--- src/rtl/aout_irq_ctrl.sv ---
module aout_irq_ctrl #(
  parameter int TS_W = 32
) (
  input  logic        clk,
  input  logic        rst_n,
  input  logic        wr_en,
  input  logic [1:0]  addr,
  input  logic [31:0] wdata,
  output logic [31:0] rdata,
  input  logic        ev_buf1_empty,
  input  logic        ev_buf2_empty,
  input  logic        ev_bw_err,
  input  logic        ev_underrun,
  input  logic        ev_last_out,
  output logic        tx_en,
  output logic        keep_awake,
  output logic        irq,
  output logic        wake_req
);
  logic [3:0]      en_r;
  logic [3:0]      flags;
  logic [TS_W-1:0] cnt;
  logic [TS_W-1:0] ts;
  logic [3:0]      evt;
  logic [3:0]      ack;
  logic            ctl_wr;

  assign evt    = {ev_underrun, ev_bw_err, ev_buf2_empty, ev_buf1_empty};
  assign ctl_wr = wr_en && (addr == 2'd0);
  assign ack    = ctl_wr ? wdata[11:8] : 4'd0;

  always_ff @(posedge clk or negedge rst_n) begin
    if (!rst_n) begin
      tx_en      <= 1'b0;
      keep_awake <= 1'b0;
      en_r       <= '0;
      flags      <= '0;
      irq        <= 1'b0;
      cnt        <= '0;
      ts         <= '0;
    end else begin
      if (ctl_wr) begin
        tx_en      <= wdata[0];
        keep_awake <= wdata[1];
        en_r       <= wdata[5:2];
      end
      flags <= (flags & ~ack) | evt;
      irq   <= |(flags & en_r);
      cnt   <= cnt + 1'b1;
      if (ev_last_out) ts <= cnt;
    end
  end

  assign wake_req = irq & keep_awake;

  always_comb begin
    case (addr)
      2'd0:    rdata = {26'd0, en_r, keep_awake, tx_en};
      2'd1:    rdata = {28'd0, flags};
      2'd2:    rdata = 32'(ts);
      default: rdata = 32'd0;
    endcase
  end
endmodule


--- config.mk ---
export PLATFORM = sky130hd
export DESIGN_NAME = aout_irq_ctrl
export DESIGN_NICKNAME = d
export VERILOG_FILES = /design/src/rtl/aout_irq_ctrl.sv
export SDC_FILE = /design/constraint.sdc
export NUM_CORES = 1
export LEC_CHECK = 0
export ABC_AREA = 0
export BUFFER_PORTS_ARGS = -buffer_cell sky130_fd_sc_hd__buf_2
export CAP_MARGIN = 20
export CORE_MARGIN = 3
export CORE_UTILIZATION = 58
export CTS_BUF_LIST = sky130_fd_sc_hd__clkbuf_16
export DETAILED_ROUTE_END_ITERATION = 8
export MAX_ROUTING_LAYER = met4
export PLACE_DENSITY = 0.85
export SYNTH_ARGS = -nofsm -noshare
export SYNTH_HDL_FRONTEND = slang
export SYNTH_SLANG_ARGS = --single-unit
--- constraint.sdc ---
create_clock -name clk -period 3.2 [get_ports clk]
set_clock_uncertainty 0.15 [all_clocks]
set_input_delay 0.64 -clock clk [delete_from_list [all_inputs] [get_ports clk]]
set_output_delay 0.64 -clock clk [all_outputs]
set_load 0.01 [all_outputs]
==> flow_summary.toml <==
[outcome]
status = "complete, no violations"

[floorplan]
die_area_sq_mm = 0.00674
die_h_microns = 82.1
pin_count = 78
die_w_microns = 82.1
rows = 27
fp.coreArea_sq_mm = 0.00554
start_util = 0.606

[setup_path]
path_class = "input port to primary output"
timing.rr.end = "cnt[30]"
regToRegSetupSlack_ns = 1.27
cp-start-kind = "input port"
r2r_cells = 5
arrival_ns = 1.52
crit_fanout = 12
timing.rr.start = "cnt[0]"
endpoint_kind = "primary output"
cp_data_required_time_ns = 2.41

[hold_path]
hold_class = "input port to async pin"

[sta]
hold_ws_ns = 0.220
fin_tns_setup_ns = 0
min_period_over_period = 0.722
slew_viol_final = 0
setup_viol = 0
fmax_mhz = 433
hold_violations = 0
worstMarginPinSlew_ns = 0.728
rsz0062_at_grt = "no"
fin_crit_ns = 2.31
slew_headroom = 0.515

[clocking]
cts_sinks = 75
clk_pin_slew_ns = 0.06
numCtsBuffers = 9
clockBufferDepth = 2
cts_resized = 0
post_cts_buffers = 0
clkLatencyLatePin_ns = 0.33
ctsHoldBuffers = 0
cts_tree = "yes"
cts_root_buffer = "clkbuf_16"
ctsHtreeMaxLevel = 3

[global_route]
overflow = 0
grt_use_total = 0.224
grt_pass1_wl_mm = 10.9
grt_pass1_vias = 2276
grt_max_degree = 45
antenna_found_initial = 0

[run]
maxCapViolCount = 0

[routing]
firstDrtPassIters = 4
drt_wl_total_mm = 6.48
viasPerCell = 5.55
first_iter_violations = 129
via_count = 2270
wl_per_cell_microns = 15.8
drcViolationCount = 0
ant_nets = 0

[yosys]
syn_inst = 272
synth_nets = 315
synth-seq-cells = 75
ys_seq_area_frac = 0.559
async_reset_ff_frac = 1.00
syn-cell-area_sq_mm = 0.00336
syn_area_per_cell_sq_um = 12.3
yosysWarnings = 0
ys_types = 29
synth_edf_count = 0
ys.flop_type = "dfrtp_1"

[place]
dp.cells = 393
gp_congestion = 0.829
dp_hpwl_mm = 4.42
portBuffers = 55

[layout]
syn_to_final_growth_pct = 19.4
stdcell_count = 409
insertedDiodeCount = 0
layout.cells.most_common_list = "dfrtp_1 (75), buf_2 (55), mux2_2 (38)"
drive_gt1_frac = 0.344
final_common_cell = "dfrtp_1"
post-route-util = 0.724
finalNetCount = 375
n_fill_cell = 389

[power_and_ir_drop]
leakagePower_nw = 1.98
vdd_drop_max_mv = 0.349
p_total_mw = 2.07
p_per_area_mw_per_mm2 = 517
[cells by family after synthesis]
group                    Yosys count  synth area share
flip-flops                        75             0.559
multiplexers                      44             0.145
AO/OA/AOI/OAI                     10            0.0194
adder cells (fa/ha/maj)            1           0.00373
AND/OR/NAND/NOR                   99             0.180
buffers and inverters             13            0.0145
XOR/XNOR                          30            0.0782
[flip-flops by register name (all words and copies together) (netlist names)]
signal      count
cnt            32
en_r            4
flags           4
irq             1
keep_awake      1
ts             32
tx_en           1
[worst max-delay path by stage]
stage            start  endpoint  depth (start not counted)
4_1_cts        addr[1]  rdata[1]                          6
2_1_floorplan  addr[1]  rdata[0]                          5
3_3_place_gp   addr[1]  rdata[1]                          6
3_5_place_dp   addr[1]  rdata[1]                          6
5_1_grt        addr[1]  rdata[0]                          6
6_report       addr[1]  rdata[1]                          6
[layer usage]
metal  GRT usage  up-vias  part of all wire
met3      0.0412        9             0.045
met4       0.118        0             0.017
met5           -        -                 0
met2       0.345       61              0.49
met1       0.284     1121              0.45
li1            -     1079                 -
[cells in the mapped netlist (6+ instances only)]
cell type,instances,area share
dfrtp_1,75,0.56
mux2_2,38,0.13
and2_1,29,0.054
xnor2_1,24,0.063
nand2_1,14,0.016
nand3_1,14,0.021
nand4_1,12,0.022
nor2_1,10,0.011
clkbuf_1,6,0.0067
mux2i_1,6,0.018
xor2_1,6,0.016
[final cells by class]
cell class | instances | area, sq um | share of cell area
clock buffer | 9 | 225 | 0.0562
clock inverter | 7 | 58.8 | 0.0147
inverter | 4 | 15.0 | 0.00375
multi-input combinational | 184 | 1430 | 0.357
sequential | 75 | 1880 | 0.468
tap | 72 | 90.1 | 0.0225
timing repair buffer | 58 | 310 | 0.0774
[metrics by stage]
stage	setup slack, ns	instance area, sq um
global placement	0.896	3720
CTS	0.874	4010
global route	0.782	4010
detailed placement	0.880	3720
floorplan	0.877	3360
finish	0.891	4010
[critical path, stage by stage]
cell     delay (ns)
buf_2          0.17
nor2b_1        0.19
buf_4          0.20
nand2_1        0.07
o21ai_0        0.08
buf_2          0.16
[power breakdown]
group	switching [mW]	leakage, nW	internal [mW]	total [mW]
clock	0.368	0.138	0.592	0.960
combinational	0.0680	0.864	0.0573	0.125
sequential	0.0169	0.982	0.971	0.988
total	0.453	1.98	1.62	2.07
No activity file was read; power rests on OpenSTA's default activity.
